<file path="src/rtl/ivc_pkg.sv">
package ivc_pkg;

  localparam int DW         = 32;
  localparam int NSRC       = 32;
  localparam int AW         = 12;
  localparam int NSLOT      = 16;
  localparam int SLOT_IDX_W = $clog2(NSLOT);

  localparam logic [AW-1:0] OFF_IRQST   = 12'h000;
  localparam logic [AW-1:0] OFF_FIQST   = 12'h004;
  localparam logic [AW-1:0] OFF_RAW     = 12'h008;
  localparam logic [AW-1:0] OFF_ROUTE   = 12'h00C;
  localparam logic [AW-1:0] OFF_EN      = 12'h010;
  localparam logic [AW-1:0] OFF_ENCLR   = 12'h014;
  localparam logic [AW-1:0] OFF_SOFT    = 12'h018;
  localparam logic [AW-1:0] OFF_SOFTCLR = 12'h01C;
  localparam logic [AW-1:0] OFF_GUARD   = 12'h020;
  localparam logic [AW-1:0] OFF_VEC     = 12'h030;
  localparam logic [AW-1:0] OFF_DEFVEC  = 12'h034;
  localparam logic [AW-1:0] OFF_VSLOT   = 12'h100;
  localparam logic [AW-1:0] OFF_VCTL    = 12'h200;
  localparam logic [AW-1:0] SLOT_SPAN   = AW'(4 * NSLOT);

  localparam int TIMER_SRC  = 4;
  localparam int SERIAL_SRC = 6;

  typedef enum logic [3:0] {
    K_IRQST, K_FIQST, K_RAW, K_ROUTE, K_EN, K_ENCLR, K_SOFT, K_SOFTCLR,
    K_GUARD, K_VEC, K_DEFVEC, K_VSLOT, K_VCTL, K_NONE
  } reg_kind_e;

  typedef struct packed {
    reg_kind_e             kind;
    logic [SLOT_IDX_W-1:0] idx;
  } reg_hit_t;

  function automatic reg_hit_t decode_off(input logic [AW-1:0] off);
    reg_hit_t h;
    logic [AW-1:0] rel;
    h.kind = K_NONE;
    h.idx  = '0;
    rel    = '0;
    if (off[1:0] == 2'b00) begin
      case (off)
        OFF_IRQST:   h.kind = K_IRQST;
        OFF_FIQST:   h.kind = K_FIQST;
        OFF_RAW:     h.kind = K_RAW;
        OFF_ROUTE:   h.kind = K_ROUTE;
        OFF_EN:      h.kind = K_EN;
        OFF_ENCLR:   h.kind = K_ENCLR;
        OFF_SOFT:    h.kind = K_SOFT;
        OFF_SOFTCLR: h.kind = K_SOFTCLR;
        OFF_GUARD:   h.kind = K_GUARD;
        OFF_VEC:     h.kind = K_VEC;
        OFF_DEFVEC:  h.kind = K_DEFVEC;
        default: begin
          if (off >= OFF_VSLOT && off < OFF_VSLOT + SLOT_SPAN) begin
            rel    = off - OFF_VSLOT;
            h.kind = K_VSLOT;
            h.idx  = rel[2 +: SLOT_IDX_W];
          end else if (off >= OFF_VCTL && off < OFF_VCTL + SLOT_SPAN) begin
            rel    = off - OFF_VCTL;
            h.kind = K_VCTL;
            h.idx  = rel[2 +: SLOT_IDX_W];
          end
        end
      endcase
    end
    return h;
  endfunction

  function automatic logic [NSRC-1:0] normal_set(input logic [NSRC-1:0] raw,
                                                  input logic [NSRC-1:0] en,
                                                  input logic [NSRC-1:0] route);
    return raw & en & ~route;
  endfunction

  function automatic logic [NSRC-1:0] fast_set(input logic [NSRC-1:0] raw,
                                                input logic [NSRC-1:0] en,
                                                input logic [NSRC-1:0] route);
    return raw & en & route;
  endfunction

endpackage

</file>
<file path="src/rtl/ivc_route.sv">
module ivc_route #(
  parameter int NSRC = 32
) (
  input  logic [NSRC-1:0] raw_req,
  input  logic [NSRC-1:0] en_mask,
  input  logic [NSRC-1:0] route,
  output logic [NSRC-1:0] irq_stat,
  output logic [NSRC-1:0] fiq_stat,
  output logic            irq_n,
  output logic            fiq_n
);
  import ivc_pkg::*;

  always_comb begin
    irq_stat = normal_set(raw_req, en_mask, route);
    fiq_stat = fast_set(raw_req, en_mask, route);
    irq_n    = ~(|irq_stat);
    fiq_n    = ~(|fiq_stat);
  end

endmodule

</file>
<file path="src/rtl/ivc_vecpick.sv">
module ivc_vecpick #(
  parameter int DW = 32
) (
  input  logic          clk,
  input  logic          rst_n,
  input  logic          hit_hi,
  input  logic          hit_lo,
  input  logic [DW-1:0] hi_vec,
  input  logic [DW-1:0] lo_vec,
  input  logic          sw_we,
  input  logic [DW-1:0] sw_data,
  output logic [DW-1:0] vec_q
);

  logic hw_load_hi;
  logic hw_load_lo;
  logic sw_load;

  assign hw_load_hi = hit_hi;
  assign hw_load_lo = hit_lo & ~hit_hi;
  assign sw_load    = sw_we & ~hit_hi & ~hit_lo;

  always_ff @(posedge clk or negedge rst_n) begin
    if (!rst_n)          vec_q <= '0;
    else if (hw_load_hi) vec_q <= hi_vec;
    else if (hw_load_lo) vec_q <= lo_vec;
    else if (sw_load)    vec_q <= sw_data;
  end

  AST_VEC_TIMER_WINS: assert property (@(posedge clk) disable iff (!rst_n)
    hit_hi |=> vec_q == $past(hi_vec));
  AST_VEC_SERIAL: assert property (@(posedge clk) disable iff (!rst_n)
    (hit_lo && !hit_hi) |=> vec_q == $past(lo_vec));
  AST_VEC_SW_WRITE: assert property (@(posedge clk) disable iff (!rst_n)
    (sw_we && !hit_hi && !hit_lo) |=> vec_q == $past(sw_data));
  AST_VEC_HOLD: assert property (@(posedge clk) disable iff (!rst_n)
    (!sw_we && !hit_hi && !hit_lo) |=> $stable(vec_q));

endmodule

</file>
<file path="src/rtl/ivc_regfile.sv">
module ivc_regfile #(
  parameter int DW     = 32,
  parameter int NSRC   = 32,
  parameter int AW     = 12,
  parameter int NSLOT  = 16,
  parameter int HI_SRC = 4,
  parameter int LO_SRC = 6
) (
  input  logic            clk,
  input  logic            rst_n,
  input  logic [AW-1:0]   bus_addr,
  input  logic            bus_wr,
  input  logic [DW-1:0]   bus_wdata,
  input  logic            bus_rd,
  output logic [DW-1:0]   bus_rdata,
  input  logic [NSRC-1:0] raw_req,
  input  logic [NSRC-1:0] irq_stat,
  input  logic [NSRC-1:0] fiq_stat,
  input  logic [DW-1:0]   vec_q,
  output logic [NSRC-1:0] en_mask,
  output logic [NSRC-1:0] route,
  output logic [DW-1:0]   hi_vec,
  output logic [DW-1:0]   lo_vec,
  output logic            vec_we
);
  import ivc_pkg::*;

  localparam int IDX_W = $clog2(NSLOT);

  reg_hit_t        hit;
  logic [NSRC-1:0] en_q, enclr_q, route_q;
  logic [DW-1:0]   soft_q, softclr_q, guard_q, defvec_q;
  logic [DW-1:0]   vslot [NSLOT];
  logic [DW-1:0]   vctl  [NSLOT];
  logic [DW-1:0]   rd_val;
  logic            wr_status;

  assign hit       = decode_off(bus_addr);
  assign wr_status = bus_wr && (hit.kind == K_IRQST || hit.kind == K_FIQST
                                || hit.kind == K_RAW);

  always_ff @(posedge clk or negedge rst_n) begin
    if (!rst_n) begin
      en_q    <= '0;
      enclr_q <= '1;
    end else if (bus_wr && hit.kind == K_EN) begin
      en_q    <= bus_wdata[NSRC-1:0];
      enclr_q <= ~bus_wdata[NSRC-1:0];
    end else if (bus_wr && hit.kind == K_ENCLR) begin
      enclr_q <= bus_wdata[NSRC-1:0];
      en_q    <= ~bus_wdata[NSRC-1:0];
    end
  end

  always_ff @(posedge clk or negedge rst_n) begin
    if (!rst_n) begin
      route_q   <= '0;
      soft_q    <= '0;
      softclr_q <= '0;
      guard_q   <= '0;
      defvec_q  <= '0;
    end else if (bus_wr) begin
      case (hit.kind)
        K_ROUTE:   route_q   <= bus_wdata[NSRC-1:0];
        K_SOFT:    soft_q    <= bus_wdata;
        K_SOFTCLR: softclr_q <= bus_wdata;
        K_GUARD:   guard_q   <= bus_wdata;
        K_DEFVEC:  defvec_q  <= bus_wdata;
        default: ;
      endcase
    end
  end

  for (genvar k = 0; k < NSLOT; k++) begin : g_slot
    logic sel_k;
    assign sel_k = bus_wr && (hit.idx == IDX_W'(k));
    always_ff @(posedge clk or negedge rst_n) begin
      if (!rst_n) begin
        vslot[k] <= '0;
        vctl[k]  <= '0;
      end else if (sel_k) begin
        if (hit.kind == K_VSLOT) vslot[k] <= bus_wdata;
        if (hit.kind == K_VCTL)  vctl[k]  <= bus_wdata;
      end
    end
  end

  always_comb begin
    rd_val = '1;
    case (hit.kind)
      K_IRQST:   rd_val = DW'(irq_stat);
      K_FIQST:   rd_val = DW'(fiq_stat);
      K_RAW:     rd_val = DW'(raw_req);
      K_ROUTE:   rd_val = DW'(route_q);
      K_EN:      rd_val = DW'(en_q);
      K_ENCLR:   rd_val = DW'(enclr_q);
      K_SOFT:    rd_val = soft_q;
      K_SOFTCLR: rd_val = softclr_q;
      K_GUARD:   rd_val = guard_q;
      K_VEC:     rd_val = vec_q;
      K_DEFVEC:  rd_val = defvec_q;
      K_VSLOT:   rd_val = vslot[hit.idx];
      K_VCTL:    rd_val = vctl[hit.idx];
      default:   rd_val = '1;
    endcase
  end

  assign bus_rdata = bus_rd ? rd_val : '0;
  assign en_mask   = en_q;
  assign route     = route_q;
  assign hi_vec    = vslot[HI_SRC];
  assign lo_vec    = vslot[LO_SRC];
  assign vec_we    = bus_wr && hit.kind == K_VEC;

  AST_EN_COMPLEMENT: assert property (@(posedge clk) disable iff (!rst_n)
    en_q == ~enclr_q);
  AST_RO_IGNORED: assert property (@(posedge clk) disable iff (!rst_n)
    wr_status |=> $stable(en_q) && $stable(route_q) && $stable(defvec_q));
  AST_RDATA_IDLE: assert property (@(posedge clk) disable iff (!rst_n)
    !bus_rd |-> bus_rdata == '0);

endmodule

</file>
<file path="src/rtl/irq_vector_ctrl.sv">
module irq_vector_ctrl #(
  parameter int DW    = ivc_pkg::DW,
  parameter int NSRC  = ivc_pkg::NSRC,
  parameter int AW    = ivc_pkg::AW,
  parameter int NSLOT = ivc_pkg::NSLOT
) (
  input  logic            clk,
  input  logic            rst_n,
  input  logic [AW-1:0]   bus_addr,
  input  logic            bus_wr,
  input  logic [DW-1:0]   bus_wdata,
  input  logic            bus_rd,
  output logic [DW-1:0]   bus_rdata,
  input  logic [NSRC-1:0] raw_req,
  output logic            irq_n,
  output logic            fiq_n
);
  import ivc_pkg::*;

  logic [NSRC-1:0] en_mask, route, irq_stat, fiq_stat;
  logic [DW-1:0]   hi_vec, lo_vec, vec_q;
  logic            vec_we;
  reg_hit_t        top_hit;

  assign top_hit = decode_off(bus_addr);

  ivc_route #(.NSRC(NSRC)) u_route (
    .raw_req (raw_req),
    .en_mask (en_mask),
    .route   (route),
    .irq_stat(irq_stat),
    .fiq_stat(fiq_stat),
    .irq_n   (irq_n),
    .fiq_n   (fiq_n)
  );

  ivc_regfile #(
    .DW(DW), .NSRC(NSRC), .AW(AW), .NSLOT(NSLOT),
    .HI_SRC(TIMER_SRC), .LO_SRC(SERIAL_SRC)
  ) u_regs (
    .clk      (clk),
    .rst_n    (rst_n),
    .bus_addr (bus_addr),
    .bus_wr   (bus_wr),
    .bus_wdata(bus_wdata),
    .bus_rd   (bus_rd),
    .bus_rdata(bus_rdata),
    .raw_req  (raw_req),
    .irq_stat (irq_stat),
    .fiq_stat (fiq_stat),
    .vec_q    (vec_q),
    .en_mask  (en_mask),
    .route    (route),
    .hi_vec   (hi_vec),
    .lo_vec   (lo_vec),
    .vec_we   (vec_we)
  );

  ivc_vecpick #(.DW(DW)) u_vec (
    .clk    (clk),
    .rst_n  (rst_n),
    .hit_hi (irq_stat[TIMER_SRC]),
    .hit_lo (irq_stat[SERIAL_SRC]),
    .hi_vec (hi_vec),
    .lo_vec (lo_vec),
    .sw_we  (vec_we),
    .sw_data(bus_wdata),
    .vec_q  (vec_q)
  );

  AST_IRQ_PIN: assert property (@(posedge clk) disable iff (!rst_n)
    irq_n == ((raw_req & en_mask & ~route) == '0));
  AST_FIQ_PIN: assert property (@(posedge clk) disable iff (!rst_n)
    fiq_n == ((raw_req & en_mask & route) == '0));
  AST_UNMAPPED_READ: assert property (@(posedge clk) disable iff (!rst_n)
    (bus_rd && top_hit.kind == K_NONE) |-> bus_rdata == '1);
  AST_NORMAL_STATUS: assert property (@(posedge clk) disable iff (!rst_n)
    (bus_rd && bus_addr == OFF_IRQST) |-> bus_rdata == DW'(raw_req & en_mask & ~route));

endmodule

</file>
<file path="config.mk">
export PLATFORM = sky130hd
export DESIGN_NAME = irq_vector_ctrl
export DESIGN_NICKNAME = d
export VERILOG_FILES = /design/src/rtl/ivc_pkg.sv /design/src/rtl/ivc_route.sv /design/src/rtl/ivc_vecpick.sv /design/src/rtl/ivc_regfile.sv /design/src/rtl/irq_vector_ctrl.sv
export SDC_FILE = /design/constraint.sdc
export NUM_CORES = 2
export LEC_CHECK = 0
export BUFFER_PORTS_ARGS = -buffer_cell sky130_fd_sc_hd__buf_4
export CAP_MARGIN = 25
export CORE_ASPECT_RATIO = 0.9
export CORE_MARGIN = 10
export CORE_UTILIZATION = 50
export CTS_BUF_LIST = sky130_fd_sc_hd__clkbuf_8
export CTS_CLUSTER_DIAMETER = 100
export CTS_CLUSTER_SIZE = 20
export DETAILED_ROUTE_END_ITERATION = 10
export PLACE_DENSITY_LB_ADDON = 0.08
export SLEW_MARGIN = 20
export SYNTH_ARGS = -nofsm -noshare
export SYNTH_HDL_FRONTEND = slang
export SYNTH_SLANG_ARGS = --single-unit
</file>
<file path="constraint.sdc">
create_clock -name clk -period 12.38 [get_ports clk]
set_clock_uncertainty 0.05 [all_clocks]
set_input_delay 3.714 -clock clk [delete_from_list [all_inputs] [get_ports clk]]
set_output_delay 3.714 -clock clk [all_outputs]
set_load 0.03 [all_outputs]
</file>
==> results.cfg <==
[clock_network]
cts_resized = 0
clk_pin_slew_ns = 0.12
hold_buffers = 0
cts_tree = done
cts_num_sinks = 1280
post_cts_buffers = 0
cts_buffers = 74
cts_root_buffer = clkbuf_8
htreeDepth = 3
clkLatencyLatePin_ns = 0.84
cts_buffer_depth = 3

[worst_hold_path]
min_path_type = register to register

[timing]
finalSetupViolCount = 0
maxSlewViolCount = 0
slew_headroom_pct = 19.9
fin_crit_ns = 11.60
max_freq_mhz = 86.2
setup_ws_ns = 0.784
hold_viol = 0
timing.hold.ws_ns = 0.450
post-route-period-util_pct = 93.7
rsz0062_at_grt = false
max_slew.worst_pin.slew_ns = 1.20
setup-tns-final_ns = 0

[setup_path]
arrival_ns = 7.83
start_kind = input pin
critPathSlowestCell = a211oi_1
critPathMaxStageDelay_ns = 0.82
path_max_fanout = 43
path_class = input pin to output port
cp_num_buf_inv = 3
crit_top_cell = buf_4
path_cells = buf_4 -> xnor2_2 -> nor3_4 -> nand3_4 -> buf_4 -> o221ai_1 -> a22o_1 -> a211oi_1 -> o31a_1 -> buf_4
crit_family = compound AO/OA/AOI/OAI gates
critical_path_required_ns = 8.62
end_kind = output port

[run]
maxCapViolations = 0

[yosys]
ys.flop_type = dfrtp_1
synthArstFlopShare_pct = 100
synth.distinct_cells = 84
avgSynthCellArea_um2 = 12.4
yosysSeqAreaShare_pct = 53.7
synth_top_family_by_area = multiplexers
synthCells = 4830
ys_ff_latch = 1280
synth_edf_count = 0
synth.area.mux_share_pct = 24.0
synth_nets = 4910
synth_warnings = 0
synthSimpleGateAreaFrac_pct = 5.97
synthAdderAreaFrac_pct = 0
synth_area_um2 = 59700
synth_xor_area_share_pct = 0.511
synth_compound_area_share_pct = 12.3

[grt]
grt_pass1_vias = 41700
gr-total-overflow = 0
antenna_found_initial = 10
grt_pass1_wl_um = 309000
grt_max_degree = 164
grtUsageTotal_pct = 31.1

[floorplanning]
start_util_pct = 50.3
pin_count = 114
die_y_um = 348
num_rows = 120
die_w_um = 384
core_um2 = 119000
die_area_um2 = 134000

[final_layout]
final_layout_size_suffix_gt1_share_pct = 34.6
final_cells = 6332
final_cell_mix = 1248 x dfrtp_1, 1168 x mux2_2, 255 x buf_4, 249 x nand2_1, 197 x nor2_1
nets = 4786
num-fill-cells = 10400
area_growth_pct = 6.43
final_common_cell = dfrtp_1

[power]
powerDensity_nw_per_um2 = 104
leakagePower_nw = 30.6
irDropWorstVdd_uv = 66.0
design_power_total_mw = 6.60

[placement]
dpl.cell_count = 6215
pre_cts_ws_ns = 1.04
gp_congestion = 0.952
portBuffers = 113
dp_hpwl_um = 131000

[detailed_routing]
drt-initial-drc-count = 5402
wl_per_cell_um = 33.6
drc = 0
ant_nets = 0
firstDrtPassIters = 6
viasPerCell = 6.79
vias = 43000
wirelength_um = 213000

[run_status]
status = finished, final reports clean
==> power breakdown <==
part / internal [mW] / switching, mW / total [mW]
sequential: 4.22 / 0.0260 / 4.24
clock: 0.581 / 1.38 / 1.96
combinational: 0.0968 / 0.299 / 0.396
==> worst paths after layout <==
check                             startpoint                to  slack, ns  depth (start not counted)
setup / recovery                 bus_addr[9]     bus_rdata[11]       0.78                         10
hold / removal               u_regs.vctl[91]   u_regs.vctl[91]       0.45                          1
setup reg to reg           u_regs.en_mask[6]    u_vec.vec_q[3]      10.10                          6
hold reg to reg              u_regs.vctl[91]   u_regs.vctl[91]       0.45                          1
max in group asynchronous              rst_n  u_regs.vctl[378]       7.05                          3
min in group asynchronous              rst_n  u_regs.soft_q[1]       2.78                          1
==> registers in the layout (all words and copies together), names as in the netlist <==
name	cells
u_regs.route	32
u_regs.guard_q	32
u_regs.hi_vec	32
u_regs.soft_q	32
u_regs.en_mask	32
u_regs.lo_vec	32
u_vec.vec_q	32
u_regs.vslot	448
u_regs.vctl	512
u_regs.enclr_q	32
u_regs.softclr_q	32
u_regs.defvec_q	32
==> Yosys cell counts, types with 19 or more instances <==
| cell type | number | area share, % |
|---|---|---|
| a22oi_1 | 39 | 0.49 |
| a211oi_1 | 23 | 0.29 |
| o22a_1 | 132 | 1.9 |
| dfrtp_1 | 1248 | 52 |
| o22ai_1 | 124 | 1.3 |
| clkbuf_1 | 292 | 1.8 |
| xor2_1 | 33 | 0.48 |
| a31oi_1 | 33 | 0.35 |
| a222oi_1 | 33 | 0.55 |
| buf_2 | 136 | 1.1 |
| o21a_1 | 33 | 0.41 |
| nand2_1 | 251 | 1.6 |
| nand4_1 | 45 | 0.47 |
| nor2_1 | 213 | 1.3 |
| a221oi_1 | 19 | 0.28 |
| nor3_1 | 32 | 0.27 |
| buf_1 | 29 | 0.18 |
| o31ai_1 | 26 | 0.33 |
| and3_1 | 25 | 0.26 |
| nand3_1 | 81 | 0.68 |
| inv_1 | 21 | 0.13 |
| a21oi_1 | 101 | 0.85 |
| mux2_1 | 40 | 0.75 |
| dfstp_2 | 32 | 1.4 |
| o21ai_0 | 132 | 1.1 |
| mux2i_1 | 69 | 1.2 |
| o221ai_1 | 141 | 2.1 |
| mux2_2 | 1168 | 22 |
==> cell type report <==
type,count,area [um2],area share (%)
Inverter,21,78.8,0.124
Timing Repair Buffer,271,2250,3.54
Sequential cell,1280,32100,50.5
Clock inverter,30,138,0.217
Multi-Input combinational cell,3058,26000,40.8
Antenna cell,9,22.5,0.0354
Clock buffer,77,1060,1.67
Tap cell,1586,1980,3.12
==> logic make-up after synthesis <==
group | count (synthesis)
AOI/OAI and AO/OA | 993
xor gates and xnor gates | 34
buffers and inverters | 492
DFF | 1280
muxes | 1279
and+or+nand+nor | 752
==> through the flow <==
| step | area (um2) | utilization, % |
|---|---|---|
| global route | 63600 | 53.5 |
| global placement | 62300 | 52.5 |
| floorplan | 59700 | - |
| CTS | 63500 | 53.5 |
| detailed placement | 62300 | 52.5 |
| finish | 63600 | 53.5 |
==> layer usage <==
metal	vias up	part of all wire, %	track usage (%)
li1	17700	-	-
met4	6	3.5	9.79
met2	2051	44	46.4
met3	391	8.0	5.60
met1	22800	44	45.6
met5	-	0.018	0
Power figures use the tool's default switching activity.
